## src/rtl/abort_seq_pkg.sv

```systemverilog
package abort_seq_pkg;

  typedef enum logic [1:0] {
    ST_READ  = 2'd0,
    ST_WAKE  = 2'd1,
    ST_SHUT  = 2'd2,
    ST_PDOWN = 2'd3
  } seqState_e;

  localparam logic [1:0] MODE_READ  = 2'd0;
  localparam logic [1:0] MODE_SHUT  = 2'd1;
  localparam logic [1:0] MODE_PDOWN = 2'd2;

  localparam logic [7:0] STATUS_READY = 8'h80;

  typedef struct packed {
    logic incLow;
    logic incShut;
    logic clrShut;
    logic incWake;
    logic clrWake;
    logic loadStat;
    logic presetStat;
    logic captAbort;
  } seqStrobe_t;

endpackage

```

## src/rtl/abort_seq_dp.sv

```systemverilog
module abort_seq_dp
  import abort_seq_pkg::*;
#(
  parameter int ADDR_W     = 16,
  parameter int MIN_LOW    = 4,
  parameter int SHUT_CYC   = 8,
  parameter int READ_WAKE  = 3,
  parameter int WRITE_WAKE = 6
) (
  input  logic              clk,
  input  logic              sysRstN,
  input  seqStrobe_t        stb,
  input  logic [ADDR_W-1:0] opAddr,
  input  logic [7:0]        engStatus,
  output logic              lowDone,
  output logic              shutDone,
  output logic              wakeDone,
  output logic              readWakeOk,
  output logic [7:0]        statusReg,
  output logic              abortPulse,
  output logic [ADDR_W-1:0] abortAddr
);

  localparam int LOW_W  = $clog2(MIN_LOW + 1);
  localparam int SHUT_W = $clog2(SHUT_CYC + 1);
  localparam int WAKE_W = $clog2(WRITE_WAKE + 1);

  localparam logic [LOW_W-1:0]  LOW_LAST   = LOW_W'(MIN_LOW - 1);
  localparam logic [SHUT_W-1:0] SHUT_LAST  = SHUT_W'(SHUT_CYC - 1);
  localparam logic [WAKE_W-1:0] WAKE_LAST  = WAKE_W'(WRITE_WAKE - 1);
  localparam logic [WAKE_W-1:0] WAKE_RDOK  = WAKE_W'(READ_WAKE);
  localparam logic [WAKE_W-1:0] WAKE_TOP   = WAKE_W'(WRITE_WAKE);

  logic [LOW_W-1:0]  lowCnt;
  logic [SHUT_W-1:0] shutCnt;
  logic [WAKE_W-1:0] wakeCnt;

  // consecutive low-sample run; any high sample or other state clears it
  always_ff @(posedge clk or negedge sysRstN) begin
    if (!sysRstN)        lowCnt <= '0;
    else if (stb.incLow) lowCnt <= lowCnt + 1'b1;
    else                 lowCnt <= '0;
  end

  always_ff @(posedge clk or negedge sysRstN) begin
    if (!sysRstN)         shutCnt <= '0;
    else if (stb.clrShut) shutCnt <= '0;
    else if (stb.incShut) shutCnt <= shutCnt + 1'b1;
  end

  always_ff @(posedge clk or negedge sysRstN) begin
    if (!sysRstN)                              wakeCnt <= '0;
    else if (stb.clrWake)                      wakeCnt <= '0;
    else if (stb.incWake && wakeCnt != WAKE_TOP) wakeCnt <= wakeCnt + 1'b1;
  end

  always_ff @(posedge clk or negedge sysRstN) begin
    if (!sysRstN)            statusReg <= STATUS_READY;
    else if (stb.presetStat) statusReg <= STATUS_READY;
    else if (stb.loadStat)   statusReg <= engStatus;
  end

  always_ff @(posedge clk or negedge sysRstN) begin
    if (!sysRstN) begin
      abortPulse <= 1'b0;
      abortAddr  <= '0;
    end else begin
      abortPulse <= stb.captAbort;
      if (stb.captAbort) abortAddr <= opAddr;
    end
  end

  assign lowDone    = (lowCnt == LOW_LAST);
  assign shutDone   = (shutCnt == SHUT_LAST);
  assign wakeDone   = (wakeCnt == WAKE_LAST);
  assign readWakeOk = (wakeCnt >= WAKE_RDOK);

endmodule

```

## src/rtl/abort_seq_ctrl.sv

```systemverilog
module abort_seq_ctrl
  import abort_seq_pkg::*;
(
  input  logic       clk,
  input  logic       sysRstN,
  input  logic       pinRstN,
  input  logic       busy,
  input  logic       lowDone,
  input  logic       shutDone,
  input  logic       wakeDone,
  input  logic       readWakeOk,
  output seqStrobe_t stb,
  output logic [1:0] mode,
  output logic       readReady,
  output logic       writeReady
);

  seqState_e state, nextState;
  logic      operating;
  logic      qualify;

  assign operating = (state == ST_READ) || (state == ST_WAKE);
  assign qualify   = operating && !pinRstN && lowDone;

  always_ff @(posedge clk or negedge sysRstN) begin
    if (!sysRstN) state <= ST_READ;
    else          state <= nextState;
  end

  always_comb begin
    nextState  = state;
    stb        = '0;
    stb.incLow = operating && !pinRstN;
    unique case (state)
      ST_READ, ST_WAKE: begin
        if (state == ST_READ) stb.loadStat = 1'b1;
        else                  stb.incWake  = 1'b1;
        if (qualify) begin
          if (busy) begin
            nextState     = ST_SHUT;
            stb.clrShut   = 1'b1;
            stb.captAbort = 1'b1;
          end else begin
            nextState = ST_PDOWN;
          end
        end else if (state == ST_WAKE && wakeDone) begin
          nextState = ST_READ;
        end
      end
      ST_SHUT: begin
        stb.incShut = 1'b1;
        if (shutDone) begin
          if (pinRstN) begin
            nextState      = ST_WAKE;
            stb.clrWake    = 1'b1;
            stb.presetStat = 1'b1;
          end else begin
            nextState = ST_PDOWN;
          end
        end
      end
      ST_PDOWN: begin
        if (pinRstN) begin
          nextState      = ST_WAKE;
          stb.clrWake    = 1'b1;
          stb.presetStat = 1'b1;
        end
      end
      default: nextState = ST_READ;
    endcase
  end

  always_comb begin
    unique case (state)
      ST_SHUT:  mode = MODE_SHUT;
      ST_PDOWN: mode = MODE_PDOWN;
      default:  mode = MODE_READ;
    endcase
  end

  assign readReady  = (state == ST_READ) || (state == ST_WAKE && readWakeOk);
  assign writeReady = (state == ST_READ);

endmodule

```

## src/rtl/abort_seq_top.sv

```systemverilog
module abort_seq_top
  import abort_seq_pkg::*;
#(
  parameter int ADDR_W     = 16,
  parameter int MIN_LOW    = 4,
  parameter int SHUT_CYC   = 8,
  parameter int READ_WAKE  = 3,
  parameter int WRITE_WAKE = 6
) (
  input  logic              clk,
  input  logic              sysRstN,
  input  logic              pinRstN,
  input  logic              busy,
  input  logic [ADDR_W-1:0] opAddr,
  input  logic [7:0]        engStatus,
  output logic [1:0]        mode,
  output logic [7:0]        statusReg,
  output logic              readReady,
  output logic              writeReady,
  output logic              abortPulse,
  output logic [ADDR_W-1:0] abortAddr
);

  seqStrobe_t stb;
  logic lowDone, shutDone, wakeDone, readWakeOk;

  abort_seq_ctrl uCtrl (
    .clk        (clk),
    .sysRstN    (sysRstN),
    .pinRstN    (pinRstN),
    .busy       (busy),
    .lowDone    (lowDone),
    .shutDone   (shutDone),
    .wakeDone   (wakeDone),
    .readWakeOk (readWakeOk),
    .stb        (stb),
    .mode       (mode),
    .readReady  (readReady),
    .writeReady (writeReady)
  );

  abort_seq_dp #(
    .ADDR_W     (ADDR_W),
    .MIN_LOW    (MIN_LOW),
    .SHUT_CYC   (SHUT_CYC),
    .READ_WAKE  (READ_WAKE),
    .WRITE_WAKE (WRITE_WAKE)
  ) uDp (
    .clk        (clk),
    .sysRstN    (sysRstN),
    .stb        (stb),
    .opAddr     (opAddr),
    .engStatus  (engStatus),
    .lowDone    (lowDone),
    .shutDone   (shutDone),
    .wakeDone   (wakeDone),
    .readWakeOk (readWakeOk),
    .statusReg  (statusReg),
    .abortPulse (abortPulse),
    .abortAddr  (abortAddr)
  );

endmodule

```

## config.mk

```make
export PLATFORM = sky130hd
export DESIGN_NAME = abort_seq_top
export DESIGN_NICKNAME = d
export VERILOG_FILES = /design/src/rtl/abort_seq_pkg.sv /design/src/rtl/abort_seq_dp.sv /design/src/rtl/abort_seq_ctrl.sv /design/src/rtl/abort_seq_top.sv
export SDC_FILE = /design/constraint.sdc
export NUM_CORES = 1
export LEC_CHECK = 0
export ABC_AREA = 1
export BUFFER_PORTS_ARGS = -buffer_cell sky130_fd_sc_hd__buf_4
export CAP_MARGIN = 20
export CORE_MARGIN = 1
export CORE_UTILIZATION = 53
export CTS_CLUSTER_SIZE = 8
export DETAILED_ROUTE_END_ITERATION = 12
export PLACE_DENSITY = 0.83
export SYNTH_ARGS = -nofsm -noshare
export SYNTH_HDL_FRONTEND = slang
export SYNTH_SLANG_ARGS = --single-unit
```

## constraint.sdc

```tcl
create_clock -name clk -period 2.2 [get_ports clk]
set_input_delay 0.11 -clock clk [delete_from_list [all_inputs] [get_ports clk]]
set_output_delay 0.11 -clock clk [all_outputs]
set_load 0.05 [all_outputs]
```

==> reports/qor.txt <==
Status = completed
Synthesis-to-finish area growth = 40.8%
Top achievable clock speed = 544 MHz
Worst-margin pin slew = 0.451 ns
Slowest-stage cell, CP = dfrtp_1
Min-delay worst type = in -> reg
R2r worst-path depth = 6
Setup CP Type = reg -> out
# clock sinks = 37
Cell area after synthesis = 1720 µm²
Worst VDD drop = 0.807 mV
CTS Buf Count = 5
Number of synthesized flops with an enable pin = 0
Number of global-route vias before repair = 1493
Max-Cap Viols = 0
Largest net degree at the start of global routing = 38
Crit path required time = 2.09 ns
Die Ht = 58.9 µm
Fin. max-slew vios = 0
Final Hold Vio Count = 0
Slew headroom = 69.9%
Setup TNS = 0 ns
Clock Skews = 0.0132 ns
Via count = 1522
Critical Path Sink Type = output port
Routed WL per cell = 11.6 µm
CP bufs+invs = 2
Crit share post-route = 83.5%
HPWL Detailed = 2390 µm
Top delay family on crit path = flip-flops
Critical path fanouts, max = 4
First-pass GRT wire length = 6460 µm
Final #Nets = 319
Filler Cells Inserted = 216
Max Root-Sink Buffers = 2
Syn avg cell area = 8.25 µm²
IO buf count = 56
Residual DRC count = 0
Min cycle time layout = 1.84 ns
Core area = 3050 µm²
Cell taking the most area after synthesis = dfrtp_1
Top FF cell, synth = dfrtp_1
R2r setup slk = 0.75 ns
Worst Hold Slack = 0.00972 ns
Hold path start = pinRstN
Unrepaired setup endpoints after global routing = false
Top cell by count, worst path = ha_1
DR iter-0 viols = 84
Hold Path Depth = 2
Standard-cell row count = 20
Root buf cell = clkbuf_4
Worst path max stage delay = 0.44 ns
Die width = 58.9 µm
Post-synthesis async set-or-reset flop share = 100%
Synth area leaders = dfrtp_1 52%, nand2_1 20%, ha_1 5.1%
Post-synth net total = 243
Final WS setup = 0.363 ns
Post-synthesis cell count = 208
Cell variety after synth = 20
Pwr/cell area = 1480 nW/µm²
Cell with the most instances after synthesis = nand2_1
Dpl cells = 303
Reg2Reg Launch Point = uDp.lowCnt[0]
Clock Latency Late Sink = 0.34 ns
Crit start category = flip-flop
Initial Util = 56.2%
Yosys reg bits = 37
Worst-path cell chain = ha_1, ha_1, nor3_1, o21ai_0, nand2_1, inv_1, buf_4
Top cells by count, synth = 93 x nand2_1, 36 x dfrtp_1, 22 x inv_1, 11 x nor2_1, 11 x o21ai_0
Tot Pwr = 3570 µW
CTS tree = yes
Die footprint = 3470 µm²
Reg2reg end = uDp.abortAddr[12]
H-Tree Depth = 2
Drt total wl = 3810 µm
ANT cells = 0
Leak Pwr = 0.00141 µW
Pre-CTS WS = 0.737 ns
CTS clk-pin slew, worst paths = 0.11 ns
Final setup fails = 0
Vias/cell = 4.63
GRT Total Usage = 25.4%
Ys Warns = 0
Post-CTS Setup Inserts = 0
Share of cells above drive strength 1 = 25.6%
Fin cells = 329
Top-area cell type share of the netlist area = 52.5%
Post-synthesis sequential area ratio = 54.0%
Io pins = 57
Hold EP = uCtrl.state[1]
Grt total ovfl = 0
Final ANT Viol Nets = 0
Drt pass-1 iters = 4
Gp weighted congestion = 0.811
Antenna violations before repair = 0
Worst EP arrival = 1.73 ns
[worst reg2reg max path, delay by kind of cell (launching register included)]
kind,cells,cell delay (ns)
buf+inv,1,0.24
fa+ha+maj,2,0.43
simple gates,3,0.34
flops,1,0.40
[cells in the final DEF, fill, tap and decap left out]
cell           synthesis  routed
o21ai_1                2       2
xor2_1                 1       1
inv_1                 22      22
dfstp_2                1       1
nor3_2                 1       1
o21ai_0               11      11
nand3_1                5       5
nor2_2                 2       2
inv_2                  3       3
clkinvlp_4             0       1
ha_1                   7       7
buf_4                  1      57
dlygate4sd3_1          0      18
clkbuf_4               0       5
nor2_1                11      11
dfrtp_1               36      36
a21oi_1                3       3
clkbuf_8               0       1
bufinv_16              0       1
nand2_1               93      93
nor3_1                 2       2
nand4_2                1       1
o211ai_1               1       1
[kinds of logic after synthesis]
| family | after synthesis | share of synthesized area [%] |
|---|---|---|
| compound gates | 17 | 5.10 |
| fa+ha+maj | 7 | 5.10 |
| simple gates | 115 | 26.8 |
| flops | 37 | 54.0 |
| xor+xnor | 1 | 0.510 |
| buf+inv | 31 | 8.45 |
[layout make-up]
cell class | instances | area, µm² | share of cell area [%]
multi-input cells | 140 | 644 | 26.7
flip-flops and latches | 37 | 927 | 38.4
repair buffers | 75 | 608 | 25.2
clock buffers | 6 | 51.3 | 2.12
inverters | 25 | 93.8 | 3.88
clock inverters | 2 | 37.5 | 1.55
well taps | 44 | 55.1 | 2.28
[sequential cells by signal (all words and copies together), names as in the netlist]
register        cells
uDp.lowCnt          3
uDp.abortAddr      16
uDp.wakeCnt         3
uDp.shutCnt         4
uDp.statusReg       8
uDp.abortPulse      1
uCtrl.state         2
[worst max-delay path by stage]
stage | startpoint | end | slack [ns] | cells after the start
3_3_place_gp | uDp.wakeCnt[0] | readReady | 0.77 | 7
5_1_grt | uDp.wakeCnt[0] | readReady | 0.23 | 7
3_5_place_dp | uDp.wakeCnt[0] | readReady | 0.74 | 7
6_report | uDp.wakeCnt[0] | readReady | 0.36 | 7
2_1_floorplan | uCtrl.state[0] | uDp.statusReg[0] | 0.74 | 6
4_1_cts | uDp.wakeCnt[0] | readReady | 0.35 | 7
[metal layers]
layer / GRT usage (%) / routed length (µm)
met4: 12.9 / 93
met1: 31.5 / 1670
met2: 41.2 / 1920
met3: 6.15 / 124
met5: 0 / 0
[where the power goes]
group	internal [µW]	switching, µW
Combinational	598	1300
Sequential	961	215
Clock	270	223
[stage by stage]
step	utilization (%)	instance area, µm²
6_report	79.2	2420
5_1_grt	79.2	2420
4_1_cts	79.2	2420
3_5_place_dp	70.4	2150
3_3_place_gp	70.4	2150
2_1_floorplan	-	1720
[repair_timing]
item	4_1_cts	5_1_grt
hold buffers	18	0
endpoints found under the hold margin	53	0
gates resized for setup	0	0
No activity file was read; power rests on OpenSTA's default activity.
